**src/rtl/spi_seq_pkg.sv**
```systemverilog
package spi_seq_pkg;

  localparam int unsigned CMD_W      = 32;
  localparam int unsigned NUM_CS     = 4;
  localparam int unsigned CS_W       = $clog2(NUM_CS);
  localparam int unsigned LEN_W      = 16;
  localparam int unsigned SKIP_W     = 8;
  localparam int unsigned DATA_W     = 8;

  // field positions software relies on
  localparam int unsigned CS_LSB     = 30;
  localparam int unsigned DUAL_BIT   = 28;
  localparam int unsigned TXONLY_BIT = 27;
  localparam int unsigned SKIP_LSB   = 16;
  localparam int unsigned LEN_LSB    = 0;

  typedef struct packed {
    logic [CS_W-1:0]   cs;
    logic              dual;
    logic              tx_only;
    logic [SKIP_W-1:0] skip;
    logic [LEN_W-1:0]  last_idx;
  } cmd_t;

  typedef enum logic [1:0] {
    ST_IDLE  = 2'd0,
    ST_FETCH = 2'd1,
    ST_SHIFT = 2'd2
  } seq_st_e;

  function automatic cmd_t decode_cmd(input logic [CMD_W-1:0] w);
    cmd_t c;
    c.cs       = w[CS_LSB +: CS_W];
    c.dual     = w[DUAL_BIT];
    c.tx_only  = w[TXONLY_BIT];
    c.skip     = w[SKIP_LSB +: SKIP_W];
    c.last_idx = w[LEN_LSB +: LEN_W];
    return c;
  endfunction

endpackage

```
**src/rtl/spi_seq_cmd_reg.sv**
```systemverilog
module spi_seq_cmd_reg
  import spi_seq_pkg::*;
(
  input  logic             clk_i,
  input  logic             rst_ni,
  input  logic             load_i,
  input  logic [CMD_W-1:0] word_i,
  output cmd_t             cmd_o
);

  cmd_t cmd_q;

  // bits with no meaning in the command
  logic unused_bits;
  assign unused_bits = ^{word_i[29], word_i[26:24]};

  always_ff @(posedge clk_i or negedge rst_ni) begin
    if (!rst_ni)     cmd_q <= '0;
    else if (load_i) cmd_q <= decode_cmd(word_i);
  end

  assign cmd_o = cmd_q;

  AST_CMD_HELD: assert property (@(posedge clk_i) disable iff (!rst_ni)
    !load_i && $past(!load_i) |-> $stable(cmd_q)) else $error("cmd changed");

endmodule

```
**src/rtl/spi_seq_byte_ctr.sv**
```systemverilog
module spi_seq_byte_ctr #(
  parameter int unsigned LEN_W  = 16,
  parameter int unsigned SKIP_W = 8
) (
  input  logic              clk_i,
  input  logic              rst_ni,
  input  logic              clear_i,
  input  logic              step_i,
  input  logic [LEN_W-1:0]  last_idx_i,
  input  logic [SKIP_W-1:0] skip_i,
  output logic [LEN_W-1:0]  idx_o,
  output logic              last_o,
  output logic              in_skip_o
);

  localparam int unsigned CMP_W = (LEN_W > SKIP_W) ? LEN_W : SKIP_W;

  logic [LEN_W-1:0] idx_q;

  always_ff @(posedge clk_i or negedge rst_ni) begin
    if (!rst_ni)      idx_q <= '0;
    else if (clear_i) idx_q <= '0;
    else if (step_i)  idx_q <= idx_q + 1'b1;
  end

  assign idx_o     = idx_q;
  assign last_o    = (idx_q == last_idx_i);
  assign in_skip_o = CMP_W'(idx_q) < CMP_W'(skip_i);

  AST_IDX_BOUND: assert property (@(posedge clk_i) disable iff (!rst_ni)
    step_i |-> idx_q < last_idx_i) else $error("index past end");

endmodule

```
**src/rtl/spi_seq_cs_drv.sv**
```systemverilog
module spi_seq_cs_drv #(
  parameter int unsigned NUM_CS = 4,
  localparam int unsigned CS_W  = $clog2(NUM_CS)
) (
  input  logic              clk_i,
  input  logic              rst_ni,
  input  logic              active_i,
  input  logic [CS_W-1:0]   sel_i,
  output logic [NUM_CS-1:0] cs_n_o
);

  for (genvar g = 0; g < NUM_CS; g++) begin : g_cs
    assign cs_n_o[g] = !(active_i && (sel_i == CS_W'(g)));
  end

  AST_CS_ONEHOT: assert property (@(posedge clk_i) disable iff (!rst_ni)
    $onehot0(~cs_n_o)) else $error("multiple cs");

  AST_CS_STABLE: assert property (@(posedge clk_i) disable iff (!rst_ni)
    active_i && $past(active_i) |-> $stable(cs_n_o)) else $error("cs moved");

endmodule

```
**src/rtl/spi_xact_seq.sv**
```systemverilog
module spi_xact_seq
  import spi_seq_pkg::*;
(
  input  logic              clk_i,
  input  logic              rst_ni,
  input  logic              cmd_valid_i,
  input  logic [31:0]       cmd_word_i,
  output logic              busy_o,
  output logic              done_o,
  output logic [3:0]        cs_n_o,
  input  logic              tx_empty_i,
  input  logic [7:0]        tx_data_i,
  output logic              tx_pop_o,
  output logic              rx_push_o,
  output logic [7:0]        rx_data_o,
  output logic              byte_start_o,
  output logic [7:0]        byte_tx_o,
  output logic              byte_dual_o,
  input  logic              byte_done_i,
  input  logic [7:0]        byte_rx_i
);

  seq_st_e          st_q, st_d;
  cmd_t             cmd;
  logic             accept, ctr_step, done_d, done_q;
  logic [LEN_W-1:0] idx;
  logic             last, in_skip, use_fifo, can_go, store;

  assign accept = (st_q == ST_IDLE) && cmd_valid_i;

  spi_seq_cmd_reg u_cmd (
    .clk_i  (clk_i),
    .rst_ni (rst_ni),
    .load_i (accept),
    .word_i (cmd_word_i),
    .cmd_o  (cmd)
  );

  spi_seq_byte_ctr #(.LEN_W(LEN_W), .SKIP_W(SKIP_W)) u_ctr (
    .clk_i      (clk_i),
    .rst_ni     (rst_ni),
    .clear_i    (accept),
    .step_i     (ctr_step),
    .last_idx_i (cmd.last_idx),
    .skip_i     (cmd.skip),
    .idx_o      (idx),
    .last_o     (last),
    .in_skip_o  (in_skip)
  );

  spi_seq_cs_drv #(.NUM_CS(NUM_CS)) u_cs (
    .clk_i    (clk_i),
    .rst_ni   (rst_ni),
    .active_i (busy_o),
    .sel_i    (cmd.cs),
    .cs_n_o   (cs_n_o)
  );

  // skip mode feeds only the skipped bytes from the fifo; the rest go out as zero
  assign use_fifo = (cmd.skip == '0) || in_skip;
  assign can_go   = !use_fifo || !tx_empty_i;
  assign store    = !cmd.tx_only && !in_skip;

  always_comb begin
    st_d         = st_q;
    ctr_step     = 1'b0;
    byte_start_o = 1'b0;
    tx_pop_o     = 1'b0;
    rx_push_o    = 1'b0;
    done_d       = 1'b0;
    unique case (st_q)
      ST_IDLE:  if (cmd_valid_i) st_d = ST_FETCH;
      ST_FETCH: if (can_go) begin
        byte_start_o = 1'b1;
        tx_pop_o     = use_fifo;
        st_d         = ST_SHIFT;
      end
      ST_SHIFT: if (byte_done_i) begin
        rx_push_o = store;
        if (last) begin
          st_d   = ST_IDLE;
          done_d = 1'b1;
        end else begin
          ctr_step = 1'b1;
          st_d     = ST_FETCH;
        end
      end
      default: st_d = ST_IDLE;
    endcase
  end

  always_ff @(posedge clk_i or negedge rst_ni) begin
    if (!rst_ni) begin
      st_q   <= ST_IDLE;
      done_q <= 1'b0;
    end else begin
      st_q   <= st_d;
      done_q <= done_d;
    end
  end

  assign busy_o      = (st_q != ST_IDLE);
  assign done_o      = done_q;
  assign byte_tx_o   = use_fifo ? tx_data_i : '0;
  assign byte_dual_o = cmd.dual && !in_skip;
  assign rx_data_o   = byte_rx_i;

  logic unused_idx;
  assign unused_idx = ^idx;

  AST_POP_NOT_EMPTY: assert property (@(posedge clk_i) disable iff (!rst_ni)
    tx_pop_o |-> !tx_empty_i) else $error("pop on empty");

  AST_PUSH_ON_DONE: assert property (@(posedge clk_i) disable iff (!rst_ni)
    rx_push_o |-> byte_done_i && busy_o) else $error("stray push");

  AST_DONE_PULSE: assert property (@(posedge clk_i) disable iff (!rst_ni)
    done_o |=> !done_o) else $error("done too long");

  AST_DONE_RELEASE: assert property (@(posedge clk_i) disable iff (!rst_ni)
    done_o |-> (&cs_n_o) && !busy_o) else $error("cs held at done");

  AST_DONE_AFTER_BYTE: assert property (@(posedge clk_i) disable iff (!rst_ni)
    done_o |-> $past(byte_done_i)) else $error("done without byte");

endmodule

```
**config.mk**
```make
export PLATFORM = sky130hd
export DESIGN_NAME = spi_xact_seq
export DESIGN_NICKNAME = d
export VERILOG_FILES = /design/src/rtl/spi_seq_pkg.sv /design/src/rtl/spi_seq_cmd_reg.sv /design/src/rtl/spi_seq_byte_ctr.sv /design/src/rtl/spi_seq_cs_drv.sv /design/src/rtl/spi_xact_seq.sv
export SDC_FILE = /design/constraint.sdc
export NUM_CORES = 1
export LEC_CHECK = 0
export ABC_CLOCK_PERIOD_IN_PS = 2600
export CORE_MARGIN = 2
export CORE_UTILIZATION = 43
export DETAILED_ROUTE_END_ITERATION = 6
export PLACE_DENSITY_LB_ADDON = 0.2
export SYNTH_ARGS = -nofsm -noshare
export SYNTH_HDL_FRONTEND = slang
export SYNTH_SLANG_ARGS = --single-unit
```
**constraint.sdc**
```tcl
create_clock -name clk_i -period 2.6 [get_ports clk_i]
set_input_delay 0.78 -clock clk_i [delete_from_list [all_inputs] [get_ports clk_i]]
set_output_delay 0.78 -clock clk_i [all_outputs]
set_load 0.005 [all_outputs]
```
==> run summary <==
Yosys warning count: 0
Max Clock Skew: 0.00907 ns
Routed WL: 6320 um
Setup Crit Path Kind: flip-flop to output pin
fin. max-slew vios: 0
top routing layer in use: met4
average wire per standard cell: 13.8 um
Post-CTS Hold Fix Bufs: 0
vias in the first global route: 2,307
Max Buffers Root-to-Sink: 2
synthesis-stage register bit count: 47
CTS tree: built
pwr dens: 758 nW/um2
Met1 Routed Length: 2730 um
Slowest cell on crit path: dfrtp_1
layout cells sized above 1: 0.188
endpoints failing setup: 12
DPL Wire Length: 4690 um
DRC: 0
met3 WL: 395 um
Post-DRT Antenna Nets: 0
Port Buffers: 58
failing checks: negative setup slack
worst vdd ir: 0.452 mV
core area: 5890 um2
commonest non-fill, non-tap cells in the layout: nand2_1 (91), dfrtp_1 (47), clkdlybuf4s50_1 (45)
top cell family by delay on the critical path: compound AO/OA/AOI/OAI gates
met2 WL: 3090 um
synth top area cells: dfrtp_1 (45%), nand2_1 (13%), xor2_1 (5.4%)
CP dominant cell by count: a21o_1
commonest non-fill, non-tap cell in the layout: nand2_1
Clock Sinks: 47
setup tns final: -3.20 ns
CP Launch Type: flip-flop
Tmin final: 2.90 ns
first-pass GRT wire length: 10,500 um
CP bufs+invs: 4
Root Buffer: clkbuf_8
Peak Freq: 0.344 GHz
Via density: 5.18
Area Growth Syn to Fin: 35.5%
Worst R2R Start: u_ctr.idx_o[5]$_DFFE_PN0P_
largest net degree at the start of global routing: 32
Total GRT Usage: 0.207
post-synthesis sequential area ratio: 0.450
synthesized net count: 362
num rows: 28
Yosys cell types: 38
Fillers: 536
Pleak: 1.74 nW
worst setup margin: -0.304 ns
Pre-antenna DRT Iters: 4
final std cells w/o fill: 458
initial drt markers: 126
CP peak stage delay: 0.39 ns
DIE WIDTH: 81.9 um
Die ar.: 6710 um2
synthesized area: 2610 um2
Initial Utilization: 0.444
Die H: 81.9 um
via count: 2,373
Clock transition at path regs: 0.08 ns
worst hold slack: 0.464 ns
Synth top area share: 0.450
max_cap viols: 0
Layout Nets: 445
post-placement cell count: 447
Min-Delay Path Class: primary input to asynchronous set/reset pin
syn_area_per_cell: 8.68 um2
fin util: 0.601
io pins: 79
worst r2r path cells: 8
Pwr Total: 2.68 mW
cells after synthesis: 301
CP Data Required Time: 1.82 ns
CP cell instances: inv_2, ha_4, a21o_1, a21o_1, a221oi_2, buf_4, nor2_2, buf_6, nor2b_1, buf_2
Ant. Diodes: 0
crit share post-route: 1.12
RSZ-0062 raised after global routing: true
Remaining Overflow, GRT: 0
final hold vios: 0
Slew headroom: 0.624
worst setup path start: u_cmd.cmd_o[21]$_DFFE_PN0P_
Critical Path Stages: 10
initial antenna violation count: 0
status: complete, but fails checks
TritonCTS buffer count: 5
# H-tree levels: 2
Crit Path Max Fanout: 8
CP Capture Type: output pin
Critical Path AT: 2.12 ns
final weighted congestion in routability-driven placement: 0.865
Synth area leader: dfrtp_1
clock latency at the later pin of the worst-skew pair: 0.30 ns
worst slew pin tran: 0.564 ns
==> Yosys cell counts (all sizes together) <==
| library cell | count |
|---|---|
| a22o | 1 |
| nor3 | 7 |
| nor4b | 1 |
| or4 | 7 |
| nand3b | 1 |
| nand2 | 91 |
| o21ai | 12 |
| a21o | 2 |
| a211oi | 1 |
| nor2 | 14 |
| and4 | 1 |
| nand2b | 2 |
| o31ai | 5 |
| nand4 | 6 |
| nor2b | 11 |
| inv | 8 |
| clkbuf | 8 |
| a21oi | 8 |
| ha | 8 |
| and2 | 2 |
| and3b | 1 |
| buf | 10 |
| dfrtp | 47 |
| a221oi | 1 |
| xor2 | 16 |
| nand3 | 8 |
| nor4 | 5 |
| nor3b | 1 |
| o211ai | 5 |
| or3 | 4 |
| mux2i | 5 |
| and3 | 2 |
==> layout make-up <==
cell class,instances,area (um2),area share
Clock buffer,6,72.6,0.0205
Inverter,8,30.0,0.00849
Multi-Input combinational cell,228,1350,0.381
Sequential cell,47,1180,0.332
Tap cell,75,93.8,0.0265
Timing Repair Buffer,94,818,0.231
==> what timing repair did <==
| item | CTS | global route |
|---|---|---|
| endpoints found under the setup margin | 12 | 13 |
| setup buffers | 3 | 2 |
| resized for setup | 57 | 5 |
| gates cloned | 0 | 0 |
| pin swaps | 6 | 4 |
==> power breakdown <==
| part | internal, mW | switching, mW | total, mW | leakage, nW |
|---|---|---|---|---|
| Clock | 0.180 | 0.227 | 0.407 | 0.0371 |
| Combinational | 0.544 | 0.586 | 1.13 | 1.10 |
| Sequential | 0.966 | 0.179 | 1.15 | 0.608 |
==> through the flow <==
stage          cell area [um2]  setup slack [ns]
6_report                  3540            -0.304
5_1_grt                   3540            -0.450
4_1_cts                   3490            -0.399
3_5_place_dp              3430            -0.469
3_3_place_gp              3430            -0.440
2_1_floorplan             2620           0.00728
==> cell families (layout without fill, tap and decap cells) <==
group,count (synthesis),count (layout),synth area share
adders and majority gates,8,8,0.0383
buffers and inverters,26,108,0.0546
muxes,5,5,0.0192
DFF,47,47,0.450
AOI/OAI and AO/OA,35,35,0.0839
xor gates and xnor gates,16,16,0.0537
and+or+nand+nor,164,164,0.300
==> flip-flops by register name, summed over array words and instances, names as in the netlist <==
register / count
u_cmd.cmd_o: 28
u_ctr.idx_o: 16
st_q: 2
done_o: 1
==> per-layer routing <==
metal,up-vias,global-route usage
met1,1114,0.259
met5,-,0
li1,1178,-
met3,9,0.0462
met4,0,0.0767
met2,72,0.351
==> worst paths after layout <==
check,to,slack (ns)
worst max-delay path,byte_tx_o[4],-0.30
worst min-delay path,u_cmd.cmd_o[20]$_DFFE_PN0P_,0.46
worst max register to register,u_ctr.idx_o[13]$_DFFE_PN0P_,0.40
worst min register to register,u_cmd.cmd_o[25]$_DFFE_PN0P_,0.48
max in group asynchronous,u_ctr.idx_o[9]$_DFFE_PN0P_,1.61
min in group clk_i,u_cmd.cmd_o[25]$_DFFE_PN0P_,0.48
(Power assumes the default switching activity.)
